$ cat src/rtl/strobe_ram_seq_pkg.sv
// Shared types and constant helpers for the enable-strobed RAM sequencer.
package strobe_ram_seq_pkg;

    // Phase of the memory cycle seen on the strobes.
    typedef enum logic [1:0] {
        PH_IDLE  = 2'd0,
        PH_SETUP = 2'd1,
        PH_LOW   = 2'd2
    } phase_t;

    // Larger of two integers, for parameter derivation.
    function automatic int max2(input int a, input int b);
        return (a > b) ? a : b;
    endfunction

endpackage

$ cat src/rtl/strobe_ram_seq_since.sv
// Saturating "cycles since event" counter.
// Assumes: restart is asserted in the cycle whose closing edge is the event;
// the count reads 0 in the first cycle after the event and saturates at LIMIT.
// After reset it reads LIMIT, so the event counts as long past.
module strobe_ram_seq_since #(
    parameter int LIMIT = 32
) (
    input  logic                             clk,
    input  logic                             rst_n,
    input  logic                             restart,
    output logic [$clog2(LIMIT + 1) - 1 : 0] count
);
    localparam int W = $clog2(LIMIT + 1);

    // Count elapsed cycles, clearing on the event and saturating at LIMIT.
    always_ff @(posedge clk) begin
        if (!rst_n) begin
            count <= W'(LIMIT);
        end else if (restart) begin
            count <= '0;
        end else if (count < W'(LIMIT)) begin
            count <= count + 1'b1;
        end
    end
endmodule

$ cat src/rtl/strobe_ram_seq_ctrl.sv
// Phase controller: sequences address setup, the chip-enable low window and
// the write strobe, all in clock-cycle units.
// Assumes: is_write is stable from the accepting edge to the end of the cycle;
// AH_CYC does not exceed the chip-enable low time.
module strobe_ram_seq_ctrl
    import strobe_ram_seq_pkg::*;
#(
    parameter int AS_CYC  = 1,
    parameter int AH_CYC  = 8,
    parameter int EL_CYC  = 24,
    parameter int ACC_CYC = 24,
    parameter int WP_CYC  = 24,
    parameter int DS_CYC  = 10,
    parameter int WS_CYC  = 24,
    parameter int WH_CYC  = 24
) (
    input  logic   clk,
    input  logic   rst_n,
    input  logic   start,
    input  logic   is_write,
    output phase_t phase,
    output logic   go_low,
    output logic   go_high,
    output logic   capture,
    output logic   ce_n,
    output logic   we_n,
    output logic   dq_oe,
    output logic   addr_oe
);
    localparam int RD_LOW  = max2(EL_CYC, ACC_CYC + 1);
    localparam int WE_LEN  = max2(max2(WP_CYC, WH_CYC), max2(DS_CYC, 1));
    localparam int WR_LOW  = max2(max2(EL_CYC, WE_LEN + 1), WS_CYC);
    localparam int CNT_MAX = max2(max2(RD_LOW, WR_LOW), max2(AS_CYC, AH_CYC));
    localparam int CW      = $clog2(CNT_MAX + 1);
    localparam int AS_LAST = (AS_CYC > 0) ? AS_CYC - 1 : 0;

    phase_t        phase_q;
    logic [CW-1:0] cnt_q;
    logic [CW-1:0] low_last;
    logic          we_win;

    assign low_last = is_write ? CW'(WR_LOW - 1) : CW'(RD_LOW - 1);

    // Transition strobes for the chip-enable edges.
    always_comb begin
        go_low  = 1'b0;
        go_high = 1'b0;
        if (phase_q == PH_IDLE && start && AS_CYC == 0) go_low = 1'b1;
        if (phase_q == PH_SETUP && cnt_q == CW'(AS_LAST)) go_low = 1'b1;
        if (phase_q == PH_LOW && cnt_q == low_last) go_high = 1'b1;
    end

    // Phase register and the in-phase cycle counter.
    always_ff @(posedge clk) begin
        if (!rst_n) begin
            phase_q <= PH_IDLE;
            cnt_q   <= '0;
        end else begin
            case (phase_q)
                PH_IDLE: begin
                    cnt_q <= '0;
                    if (start) phase_q <= (AS_CYC == 0) ? PH_LOW : PH_SETUP;
                end
                PH_SETUP: begin
                    if (go_low) begin
                        phase_q <= PH_LOW;
                        cnt_q   <= '0;
                    end else begin
                        cnt_q <= cnt_q + 1'b1;
                    end
                end
                PH_LOW: begin
                    if (go_high) begin
                        phase_q <= PH_IDLE;
                        cnt_q   <= '0;
                    end else begin
                        cnt_q <= cnt_q + 1'b1;
                    end
                end
                default: begin
                    phase_q <= PH_IDLE;
                    cnt_q   <= '0;
                end
            endcase
        end
    end

    // Strobe decode from the registered phase and count.
    assign we_win  = (phase_q == PH_LOW) && is_write && (cnt_q < CW'(WE_LEN));
    assign ce_n    = (phase_q != PH_LOW);
    assign we_n    = !we_win;
    assign dq_oe   = we_win;
    assign addr_oe = (phase_q == PH_SETUP) ||
                     ((phase_q == PH_LOW) && (cnt_q < CW'(AH_CYC)));
    assign capture = go_high && !is_write;
    assign phase   = phase_q;
endmodule

$ cat src/rtl/strobe_ram_seq_dp.sv
// Datapath: request registers taken at acceptance, gated address and data
// drives, and the read capture with its one-cycle response strobe.
// Assumes: capture is asserted only at the edge that ends a read's low window.
module strobe_ram_seq_dp #(
    parameter int ADDR_W = 10,
    parameter int DATA_W = 4
) (
    input  logic              clk,
    input  logic              rst_n,
    input  logic              start,
    input  logic              req_write,
    input  logic [ADDR_W-1:0] req_addr,
    input  logic [DATA_W-1:0] req_wdata,
    input  logic              capture,
    input  logic              addr_oe,
    input  logic              dq_oe,
    input  logic [DATA_W-1:0] ram_dq_in,
    output logic              is_write,
    output logic              rsp_valid,
    output logic [DATA_W-1:0] rsp_rdata,
    output logic [ADDR_W-1:0] ram_addr,
    output logic [DATA_W-1:0] ram_dq_out
);
    logic [ADDR_W-1:0] addr_q;
    logic [DATA_W-1:0] wdata_q;
    logic              write_q;

    // Hold the accepted request for the whole memory cycle.
    always_ff @(posedge clk) begin
        if (!rst_n) begin
            addr_q  <= '0;
            wdata_q <= '0;
            write_q <= 1'b0;
        end else if (start) begin
            addr_q  <= req_addr;
            wdata_q <= req_wdata;
            write_q <= req_write;
        end
    end

    // Sample read data and raise the response for one cycle.
    always_ff @(posedge clk) begin
        if (!rst_n) begin
            rsp_valid <= 1'b0;
            rsp_rdata <= '0;
        end else begin
            rsp_valid <= capture;
            if (capture) rsp_rdata <= ram_dq_in;
        end
    end

    assign is_write   = write_q;
    assign ram_addr   = addr_oe ? addr_q : '0;
    assign ram_dq_out = dq_oe ? wdata_q : '0;
endmodule

$ cat src/rtl/strobe_ram_seq.sv
// Top of the enable-strobed RAM cycle sequencer.
// Turns valid/ready requests into chip-enable, write-enable, address and data
// drives for an address-latching static RAM. Every timing minimum is given in
// clock cycles. Assumes the memory's data input is synchronous to clk.
module strobe_ram_seq
    import strobe_ram_seq_pkg::*;
#(
    parameter int ADDR_W  = 10,
    parameter int DATA_W  = 4,
    parameter int AS_CYC  = 1,
    parameter int AH_CYC  = 8,
    parameter int EL_CYC  = 24,
    parameter int EH_CYC  = 10,
    parameter int CYC_CYC = 34,
    parameter int ACC_CYC = 24,
    parameter int WP_CYC  = 24,
    parameter int DS_CYC  = 10,
    parameter int WS_CYC  = 24,
    parameter int WH_CYC  = 24
) (
    input  logic              clk,
    input  logic              rst_n,
    input  logic              req_valid,
    output logic              req_ready,
    input  logic              req_write,
    input  logic [ADDR_W-1:0] req_addr,
    input  logic [DATA_W-1:0] req_wdata,
    output logic              rsp_valid,
    output logic [DATA_W-1:0] rsp_rdata,
    output logic              ram_ce_n,
    output logic              ram_we_n,
    output logic [ADDR_W-1:0] ram_addr,
    output logic              ram_addr_oe,
    output logic [DATA_W-1:0] ram_dq_out,
    output logic              ram_dq_oe,
    input  logic [DATA_W-1:0] ram_dq_in
);
    // Earliest accept, counted from the last fall (index 0) and the last rise (index 1).
    localparam int FALL_MIN = max2(CYC_CYC - 1 - AS_CYC, 0);
    localparam int RISE_MIN = max2(EH_CYC - 1 - AS_CYC, 0);
    localparam int LIMIT    = max2(max2(FALL_MIN, RISE_MIN), 1);
    localparam int TW       = $clog2(LIMIT + 1);

    phase_t        phase;
    logic          go_low;
    logic          go_high;
    logic          capture;
    logic          is_write;
    logic          start;
    logic [TW-1:0] since_q [2];
    logic          gap_ok  [2];

    // One pacing counter per chip-enable edge.
    for (genvar g = 0; g < 2; g++) begin : g_pace
        localparam int MIN_G = (g == 0) ? FALL_MIN : RISE_MIN;
        logic restart_g;
        assign restart_g = (g == 0) ? go_low : go_high;
        strobe_ram_seq_since #(.LIMIT(LIMIT)) u_since (
            .clk     (clk),
            .rst_n   (rst_n),
            .restart (restart_g),
            .count   (since_q[g])
        );
        assign gap_ok[g] = (since_q[g] >= TW'(MIN_G));
    end

    assign req_ready = (phase == PH_IDLE) && gap_ok[0] && gap_ok[1];
    assign start     = req_valid && req_ready;

    strobe_ram_seq_ctrl #(
        .AS_CYC  (AS_CYC),
        .AH_CYC  (AH_CYC),
        .EL_CYC  (EL_CYC),
        .ACC_CYC (ACC_CYC),
        .WP_CYC  (WP_CYC),
        .DS_CYC  (DS_CYC),
        .WS_CYC  (WS_CYC),
        .WH_CYC  (WH_CYC)
    ) u_ctrl (
        .clk      (clk),
        .rst_n    (rst_n),
        .start    (start),
        .is_write (is_write),
        .phase    (phase),
        .go_low   (go_low),
        .go_high  (go_high),
        .capture  (capture),
        .ce_n     (ram_ce_n),
        .we_n     (ram_we_n),
        .dq_oe    (ram_dq_oe),
        .addr_oe  (ram_addr_oe)
    );

    strobe_ram_seq_dp #(
        .ADDR_W (ADDR_W),
        .DATA_W (DATA_W)
    ) u_dp (
        .clk        (clk),
        .rst_n      (rst_n),
        .start      (start),
        .req_write  (req_write),
        .req_addr   (req_addr),
        .req_wdata  (req_wdata),
        .capture    (capture),
        .addr_oe    (ram_addr_oe),
        .dq_oe      (ram_dq_oe),
        .ram_dq_in  (ram_dq_in),
        .is_write   (is_write),
        .rsp_valid  (rsp_valid),
        .rsp_rdata  (rsp_rdata),
        .ram_addr   (ram_addr),
        .ram_dq_out (ram_dq_out)
    );
endmodule

$ cat config.mk
export PLATFORM = sky130hd
export DESIGN_NAME = strobe_ram_seq
export DESIGN_NICKNAME = d
export VERILOG_FILES = /design/src/rtl/strobe_ram_seq_pkg.sv /design/src/rtl/strobe_ram_seq_since.sv /design/src/rtl/strobe_ram_seq_ctrl.sv /design/src/rtl/strobe_ram_seq_dp.sv /design/src/rtl/strobe_ram_seq.sv
export SDC_FILE = /design/constraint.sdc
export NUM_CORES = 1
export LEC_CHECK = 0
export BUFFER_PORTS_ARGS = -buffer_cell sky130_fd_sc_hd__buf_2
export CAP_MARGIN = 0
export CORE_MARGIN = 2
export CORE_UTILIZATION = 40
export DETAILED_ROUTE_END_ITERATION = 10
export GPL_TIMING_DRIVEN = 0
export HOLD_SLACK_MARGIN = 0.1
export PLACE_DENSITY = 0.65
export SLEW_MARGIN = 20
export SYNTH_ARGS = -nofsm -noshare
export SYNTH_HDL_FRONTEND = slang
export SYNTH_SLANG_ARGS = --single-unit
$ cat constraint.sdc
create_clock -name clk -period 1.4 [get_ports clk]
set_clock_uncertainty 0.1 [all_clocks]
set_input_delay 0.21 -clock clk [delete_from_list [all_inputs] [get_ports clk]]
set_output_delay 0.21 -clock clk [all_outputs]
set_load 0.05 [all_outputs]
**Word-level counts from Yosys, hierarchy flattened**

Cells that the tools add are included.

- Add/subtract/negate cells: 3
- Order comparisons: 6
- Eq/ne operators: 7
- Multiplexer cells: 15
- Bitwise logic cells: 1
- Reductions and logical operators: 19

Operators with widths:

| cell | number |
|---|---|
| 2-to-1 mux 6 bit | 4 |
| adder 6 x 1 -> 6 bit (second input constant) | 2 |
| less-than comparator 6 bit (second input constant) | 2 |
| 2-to-1 mux 10 bit | 1 |
| 2-to-1 mux 5 bit | 2 |
| one-hot mux 5 bit (2 select lines) | 1 |
| logical AND 1 bit | 9 |
| >= comparator 6 x 4 -> 1 bit (second input constant) | 1 |
| >= comparator 6 bit (second input constant) | 1 |
| 2-to-1 mux 2 bit | 3 |
| inequality test 2 bit (second input constant) | 3 |
| one-hot mux 2 bit (3 select lines) | 1 |
| adder 5 x 1 -> 5 bit (second input constant) | 1 |
| equality test 5 bit (second input constant) | 1 |
| logical NOT 5 bit | 1 |
| less-than comparator 5 x 4 -> 1 bit (second input constant) | 1 |
| less-than comparator 5 bit (second input constant) | 1 |
| 2-to-1 mux 4 bit | 1 |
| nonzero test 2 bit | 2 |
| OR reduction 2 bit | 2 |
| AND reduction 3 bit | 1 |
| equality test 2 x 1 -> 1 bit (second input constant) | 1 |
| equality test 2 bit (second input constant) | 1 |
| logical NOT 1 bit | 2 |
| other kinds (5) | 6 |

- Bits in registers: 39
- Input bits: 22
- Output and inout port bits: 24
- Logic and storage cells: 62

**Depth between registers and ports, before layout**

Gate-level depths: netlist of run 1.

- Depth after elaboration: 6
- Gate-level depth with buffers: 7
- Mapped depth without buffers: 6

**Hierarchy**

A second synthesis of run 1 with hierarchy kept.

- Cells, all modules: 183
- Area, all modules: 1796.7 um^2

Modules (own cells, without submodules):

| module | instances | cells an instance | area each (um^2) | seq. area each (um^2) |
|---|---|---|---|---|
| strobe_ram_seq_dp | 1 | 78 | 847.1 | 400.4 |
| strobe_ram_seq_since | 2 | 25 | 245.2 | 120.1 |
| strobe_ram_seq_ctrl | 1 | 51 | 426.7 | 140.1 |
| strobe_ram_seq | 1 | 4 | 32.5 | 0.0 |

**Least setup slack after synthesis of run 1**

Ideal clock, no wire load.

- Path type: reg2out
- Start point: reg u_ctrl.phase_q[0], in the netlist u_ctrl.phase[0]
- End point: out ram_dq_out[0]
- Arrival: 2064 ps
- Data required time: 1090 ps
- Path slack: -974 ps
- Cell stages (with the launch flop): 6
- Buffers on the path: 0
- Path through: dfxtp_1 -> inv_1 -> ha_1 -> nand2_1 -> a21oi_1 -> and2_1

- Longest elaborated chain between the ends: 4

Ends and longest elaborated chain:

| item | RTL line | text |
|---|---|---|
| start: declaration | strobe_ram_seq_ctrl.sv:37 | `phase_t phase_q;` |
| start signal: assignment | strobe_ram_seq_ctrl.sv:62 | `if (start) phase_q <= (AS_CYC == 0) ? PH_LOW : PH_SETUP;` |
| equality test 2 bit | strobe_ram_seq_ctrl.sv:89 | `assign we_win = (phase_q == PH_LOW) && is_write && (cnt_q < CW'(WE_LEN));` |
| logical AND 1 bit (2 in a row) | strobe_ram_seq_ctrl.sv:89 |  |
| named net ram_dq_oe | strobe_ram_seq.sv:35 | `output logic ram_dq_oe,` |
| 2-to-1 mux 4 bit | strobe_ram_seq_dp.sv:54 | `assign ram_dq_out = dq_oe ? wdata_q : '0;` |
| end: declaration | strobe_ram_seq.sv:34 | `output logic [DATA_W-1:0] ram_dq_out,` |

The timed path passes the listed nets, and every way through them passes these cells.

**Worst setup path after layout of run 1**

- Start point: reg u_ctrl.phase_q[0], in the netlist u_ctrl.phase[0]
- End point: out ram_dq_out[0]

- Longest elaborated chain between the ends: 4

Ends and longest elaborated chain:

| item | RTL line |
|---|---|
| equality test 2 bit | strobe_ram_seq_ctrl.sv:89 |
| logical AND 1 bit (2 in a row) | strobe_ram_seq_ctrl.sv:89 |
| 2-to-1 mux 4 bit | strobe_ram_seq_dp.sv:54 |

No other way between the ends.

==> flow_summary_export.csv, run 1 <==
group,metric,value,unit
status,outcome,"finished, violations left",
yosys,netlist_area,1800,sq um
floorplan,fp.dieH,71.2,microns
placement,dp_cells,305,
yosys,synth-seq-cells,39,
sta,setup_tns,-15.22,ns
clocking,clk_pin_slew,0.07,ns
route,drt_first_pass_iters,4,
sta,maxSlewViolCount,0,
global_routing,met3_usage,0.0470,
worst_setup_path,required,1.09,ns
floorplan,coreArea,4350,sq um
worst_setup_path,rr_startpoint,"u_ctrl.phase[0]",
worst_setup_path,cp-start-kind,"flip-flop",
clocking,ctsHtreeMaxLevel,2,
yosys,synth.area.top_cells,"dfxtp_1 43%, nand2_1 7.5%, ha_1 6.2%",
power_and_ir_drop,leakage,0.00134,uW
route,via_per_inst,4.98,
sta,finalWorstSetupSlack,-0.431,ns
floorplan,start_util,0.414,
worst_setup_path,timing.rr.end,"u_ctrl.cnt_q[4]",
sta,worst_slew_pin_slew,0.526,ns
sta,finalCritPeriodShare,1.31,
yosys,synth_warnings,0,
status,failed_checks,"negative setup slack",
power_and_ir_drop,ir_drop,0.000826,V
yosys,yosysTopAreaCell,"dfxtp_1",
clocking,cts_root_buffer,"clkbuf_8",
route,ant_nets,0,
yosys,ys_types,31,
global_routing,busiest_layer,"met2",
clocking,worstSkewPairLatency,0.29,ns
clocking,cts.path.max_buffers,2,
global_routing,grtUsageTotal,0.188,
route,routedWlPerCell,14.7,microns
sta,rsz0062_at_grt,"true",
power_and_ir_drop,power_density,1190,nW/um^2
placement,gp_congestion,0.799,
clocking,cts_tree,"yes",
global_routing,use_met1,0.224,
yosys,syn_nets,240,
yosys,seq_area_frac_synth,0.433,
global_routing,grt.overflow.total,0,
worst_setup_path,crit_end,"ram_dq_out[0]",
yosys,netlist.area_leader.share,0.433,
worst_setup_path,r2r.worst_path.cells,9,
sta,max_freq,546,MHz
yosys,syn_area_per_cell,8.63,sq um
worst_hold_path,holdCritPathClass,"input pin to flip-flop",
global_routing,grt.met2_usage,0.315,
yosys,yosysMostFrequentCell,"dfxtp_1",
global_routing,grt_pass1_vias,1623,
floorplan,design.die.area,5060,sq um
worst_setup_path,arrival,1.52,ns
sta,setup_viol_count_final,52,
power_and_ir_drop,finalPower,3790,uW
worst_setup_path,worstSetupStartpoint,"u_ctrl.phase[0]",
clocking,clock-sinks,39,
route,drt_iter0_markers,67,
placement,portBuffers,44,
yosys,synth_commonest_cells,"39 x dfxtp_1, 36 x nand2_1, 21 x nor2_1, 17 x nor2b_1, 13 x inv_1",
final_layout,num_antenna_cells,0,
placement,hpwlAfterDp,2520,microns
yosys,synth_edf_count,0,
sta,slew_headroom,0.650,
worst_setup_path,ff2ff_setup_slack,-0.39,ns
floorplan,fp.dieW,71.2,microns
final_layout,finalNonFillerCells,353,
global_routing,grt_antenna_before_repair,0,
yosys,syn_inst,209,
route,vias,1758,
final_layout,syn2layout_area_growth,75.8,%
sta,period_minus_slack,1.83,ns
final_layout,fill_cells,280,
worst_setup_path,path_class,"flip-flop to output port",
run,maxCapViolCount,0,
floorplan,fp-row-count,24,
route,drcViolationCount,0,
global_routing,grt_max_degree,12,
worst_setup_path,cp_max_fo,6,
final_layout,nets,331,
route,drt-total-wl,5190,microns
sta,hold_viol_final,0,
worst_hold_path,min_from,"rst_n",
yosys,dominantRegCellSynth,"dfxtp_1",
floorplan,pin_count,46,
yosys,synth-async-reset-ratio,0,
global_routing,grt_pass1_wl,7410,microns
worst_setup_path,critPathCaptureType,"output port",
clocking,cts-buffers-inserted,5,
final_layout,drive_above_1_share,0.518,
[worst min-delay path by stage]
| stage | to | slack (ns) | cells past startpoint |
|---|---|---|---|
| 6_report | u_dp.addr_q[9] | 0.31 | 2 |
| 5_1_grt | u_ctrl.phase[1] | 0.31 | 4 |
| 4_1_cts | u_ctrl.phase[1] | 0.23 | 3 |
| 3_5_place_dp | u_dp.addr_q[3] | 0.35 | 2 |
| 3_3_place_gp | u_dp.addr_q[3] | 0.34 | 2 |
| 2_1_floorplan | u_dp.addr_q[2] | 0.24 | 2 |
[worst max-delay path, stage by stage, from the launching register on]
cell	delay [ns]
dfxtp_4	0.37
inv_4	0.06
ha_4	0.17
nand2_4	0.06
a21oi_4	0.23
and2_4	0.20
buf_8	0.14
[cells in the final DEF (no fill, tap or decap), types with 3 or more instances in the layout]
master and instances:
dlygate4sd3_1 19, nor2b_4 11, nand2_4 13, a21boi_1 7, nor2_1 17, buf_8 8
xor2_1 6, nor2_2 4, nand2_1 15, dfxtp_4 3, xnor2_1 5, inv_1 6
nor2b_1 6, ha_4 3, dfxtp_1 31, clkbuf_8 9, dfxtp_2 5, a21boi_2 8
buf_12 3, nand3_1 7, buf_2 25, inv_2 3, and2_4 4, mux2i_1 6
buf_4 10, buf_6 20, ha_1 5, nand2_2 8, clkbuf_1 4
[routing by layer]
layer,part of all wire,wire length [microns]
met5,0,0
met4,0.026,137
met3,0.043,225
met2,0.54,2800
met1,0.39,2020
[logic make-up after synthesis]
logic type               share of synthesized area
multiplexers                                0.0333
AO/OA/AOI/OAI                               0.0999
buffers and inverters                       0.0541
flip-flops                                   0.433
adder cells (fa/ha/maj)                     0.0624
XOR/XNOR                                    0.0534
AND/OR/NAND/NOR                              0.264
[sequential cells by signal (all words and copies together), names as in the netlist]
register,cells
u_dp.rsp_valid,1
u_dp.wdata_q,4
u_dp.addr_q,10
u_ctrl.phase,2
u_dp.is_write,1
g_pace.u_since.count,12
u_dp.rsp_rdata,4
u_ctrl.cnt_q,5
[stage by stage]
step	setup slack, ns	utilization	hold slack (ns)	cell area, sq um
after floorplan	-0.311	-	0.245	1960
after global placement	-0.412	0.515	0.344	2240
after detailed placement	-0.403	0.515	0.348	2240
after CTS	-0.415	0.679	0.226	2960
after global routing	-0.493	0.728	0.305	3170
final	-0.431	0.728	0.306	3170
[where the power goes]
part           switching, uW  total (uW)  internal, uW  leakage (uW)
sequential              79.3        1280          1200      0.000321
combinational            863        1670           808      0.000970
clock                    383         832           449     0.0000515
total                   1320        3790          2460       0.00134
[repair_timing]
action,CTS,global route
setup endpoints to repair,57,58
endpoints found under the hold margin,19,0
resized for setup,88,51
cloned,2,1
pin swaps,15,28
hold buffers,19,0
setup buffers,13,8
[cell type report]
type | count | area, sq um | area share
Inverter | 13 | 61.3 | 0.0193
Clock buffer | 8 | 100 | 0.0316
Buffer | 7 | 65.1 | 0.0205
Sequential cell | 39 | 798 | 0.252
Tap cell | 52 | 65.1 | 0.0205
Multi-Input combinational cell | 149 | 1280 | 0.404
Timing Repair Buffer | 85 | 800 | 0.252
No activity file was read; power rests on OpenSTA's default activity.
==> run 2, diff against run 1 <==
--- a/config.mk
+++ b/config.mk
@@ -9,10 +9,12 @@
 export CAP_MARGIN = 0
 export CORE_MARGIN = 2
 export CORE_UTILIZATION = 40
+export CTS_CLUSTER_DIAMETER = 120
 export DETAILED_ROUTE_END_ITERATION = 10
 export GPL_TIMING_DRIVEN = 0
 export HOLD_SLACK_MARGIN = 0.1
-export PLACE_DENSITY = 0.65
+export PLACE_DENSITY = 0.72
+export SETUP_SLACK_MARGIN = 0.5
 export SLEW_MARGIN = 20
 export SYNTH_ARGS = -nofsm -noshare
 export SYNTH_HDL_FRONTEND = slang
==> run 2 against run 1 <==
The flow still finishes with violations (negative setup slack). Utilization increased by 1.4 points. Flip-flop and latch count unchanged. Global-route usage rose by 1.5 points. Critical path type unchanged. Critical endpoint is now ram_dq_out[1]. Largest cell class unchanged. Highest routed layer unchanged.
==> flow_summary_export.csv, run 2 (same netlist as run 1, synthesis figures left out) <==
group,metric,value,unit
worst_setup_path,arrival,1.54,ns
power_and_ir_drop,finalPower,4020,uW
global_routing,grt_max_degree,13,
floorplan,coreArea,4350,sq um
route,drcViolationCount,0,
clocking,cts_tree,"yes",
sta,finalWorstSetupSlack,-0.452,ns
floorplan,fp.dieW,71.2,microns
global_routing,grtUsageTotal,0.202,
floorplan,fp-row-count,24,
sta,hold_viol_final,0,
sta,hold-worst-slack,0.0755,ns
worst_setup_path,cp_max_fo,6,
global_routing,grt_antenna_before_repair,0,
final_layout,multi_input_area,1280,sq um
sta,rsz0062_at_grt,"true",
final_layout,regMostFlops,"g_pace.u_since.count",
placement,portBuffers,44,
final_layout,drive_above_1_share,0.569,
status,outcome,"finished, violations left",
final_layout,fill_cells,263,
clocking,cts_root_buffer,"clkbuf_8",
final_layout,syn2layout_area_growth,79.2,%
sta,slew_headroom,0.679,
sta,setup_viol_count_final,52,
worst_setup_path,required,1.09,ns
worst_setup_path,path_class,"flip-flop to output port",
global_routing,met3_usage,0.0556,
final_layout,ff_latch_area,806,sq um
power_and_ir_drop,ir_drop,0.00112,V
global_routing,use_met1,0.238,
floorplan,fp.dieH,71.2,microns
route,ant_nets,0,
sta,max_freq,540,MHz
final_layout,nets,329,
worst_setup_path,ff2ff_setup_slack,-0.28,ns
global_routing,grt_pass1_vias,1729,
worst_setup_path,cp-start-kind,"flip-flop",
route,routedWlPerCell,14.4,microns
global_routing,busiest_layer,"met2",
clocking,ctsHtreeMaxLevel,2,
floorplan,pin_count,46,
sta,finalCritPeriodShare,1.32,
floorplan,design.die.area,5060,sq um
worst_setup_path,cpMaxStageDelayCell,"dfxtp_4",
clocking,clk_pin_slew,0.07,ns
clocking,clock-sinks,39,
global_routing,grt.met2_usage,0.364,
final_layout,largest_register_ffs,12,
power_and_ir_drop,leakage,0.00132,uW
placement,hpwlAfterDp,2690,microns
final_layout,finalNonFillerCells,351,
clocking,cts.path.max_buffers,2,
floorplan,start_util,0.414,
sta,worst_slew_pin_slew,0.482,ns
final_layout,final_cell_mix,"25 x dfxtp_1, 21 x nand2_2, 21 x buf_6",
route,vias,1685,
power_and_ir_drop,power_density,1240,nW/um^2
clocking,worstSkewPairLatency,0.30,ns
run,maxCapViolCount,0,
final_layout,num_antenna_cells,0,
final_layout,reg_top3,"g_pace.u_since.count x12, u_dp.addr_q x10, u_ctrl.cnt_q x5",
global_routing,grt_pass1_wl,8080,microns
worst_setup_path,path_buf_inv,2,
clocking,cts-buffers-inserted,5,
worst_setup_path,path_cells,"inv_4, ha_4, nand2_4, a21oi_4, and2_4, buf_8",
sta,maxSlewViolCount,0,
worst_setup_path,critPathCaptureType,"output port",
route,drt-total-wl,5040,microns
worst_setup_path,cp_top_family,"flip-flops",
worst_setup_path,slowest_delay,0.37,ns
route,via_per_inst,4.80,
sta,setup_tns,-14.49,ns
route,drt_iter0_markers,39,
route,drt_first_pass_iters,4,
clocking,cts_hold_buf,15,
placement,dp_cells,305,
global_routing,grt.overflow.total,0,
final_layout,final_common_cell,"dfxtp_1",
status,failed_checks,"negative setup slack",
worst_hold_path,holdCritPathClass,"input pin to flip-flop",
sta,period_minus_slack,1.85,ns
placement,gp_congestion,0.710,
-- run 2: cell type report --
type,instances,share of cell area
Sequential cell,39,0.249
Timing Repair Buffer,82,0.253
Inverter,13,0.0182
Buffer,8,0.0228
Clock inverter,1,0.00929
Tap cell,52,0.0201
Multi-Input combinational cell,149,0.397
Clock buffer,7,0.0302
-- run 2: power breakdown --
part	switching, uW	total [uW]	internal (uW)	leakage [uW]
Sequential	78.9	1280	1200	0.000324
Combinational	866	1690	823	0.000932
Clock	412	1050	641	0.0000636
-- run 2: worst reg2reg max path, cell delays in order, from the launching register on --
cell,delay (ns)
dfxtp_4,0.37
inv_4,0.06
ha_4,0.16
buf_4,0.13
clkinvlp_4,0.15
nor3_4,0.30
mux2i_1,0.24
nor2b_1,0.07
-- run 2: metal layers --
metal  vias up  routed length [microns]
met5         -                        0
met4         0                       18
met3         2                      223
met2        31                     2670
met1       802                     2130
li1        850                        -
-- run 2: what timing repair did --
item	4_1_cts	5_1_grt
gates cloned	3	0
buffers inserted	12	8
endpoints found under the setup margin	63	63
gates resized for setup	105	39
endpoints found under the hold margin	19	1
pin swaps	28	31
-- run 2: worst paths after layout --
kind | startpoint | end | depth (start not counted)
max | u_ctrl.phase[0] | ram_dq_out[1] | 6
min | ram_dq_in[3] | u_dp.rsp_rdata[3] | 3
max reg2reg | u_ctrl.phase[0] | u_dp.rsp_rdata[0] | 7
min reg2reg | u_dp.addr_q[7] | u_dp.addr_q[7] | 2
-- run 2: stage by stage --
stage                      util  instance area [sq um]  worst slack, ns
after floorplan               -                   2010           -0.311
after global placement    0.527                   2290           -0.401
after detailed placement  0.527                   2290           -0.402
after CTS                 0.698                   3040           -0.458
after global routing      0.743                   3230           -0.503
final                     0.743                   3230           -0.452
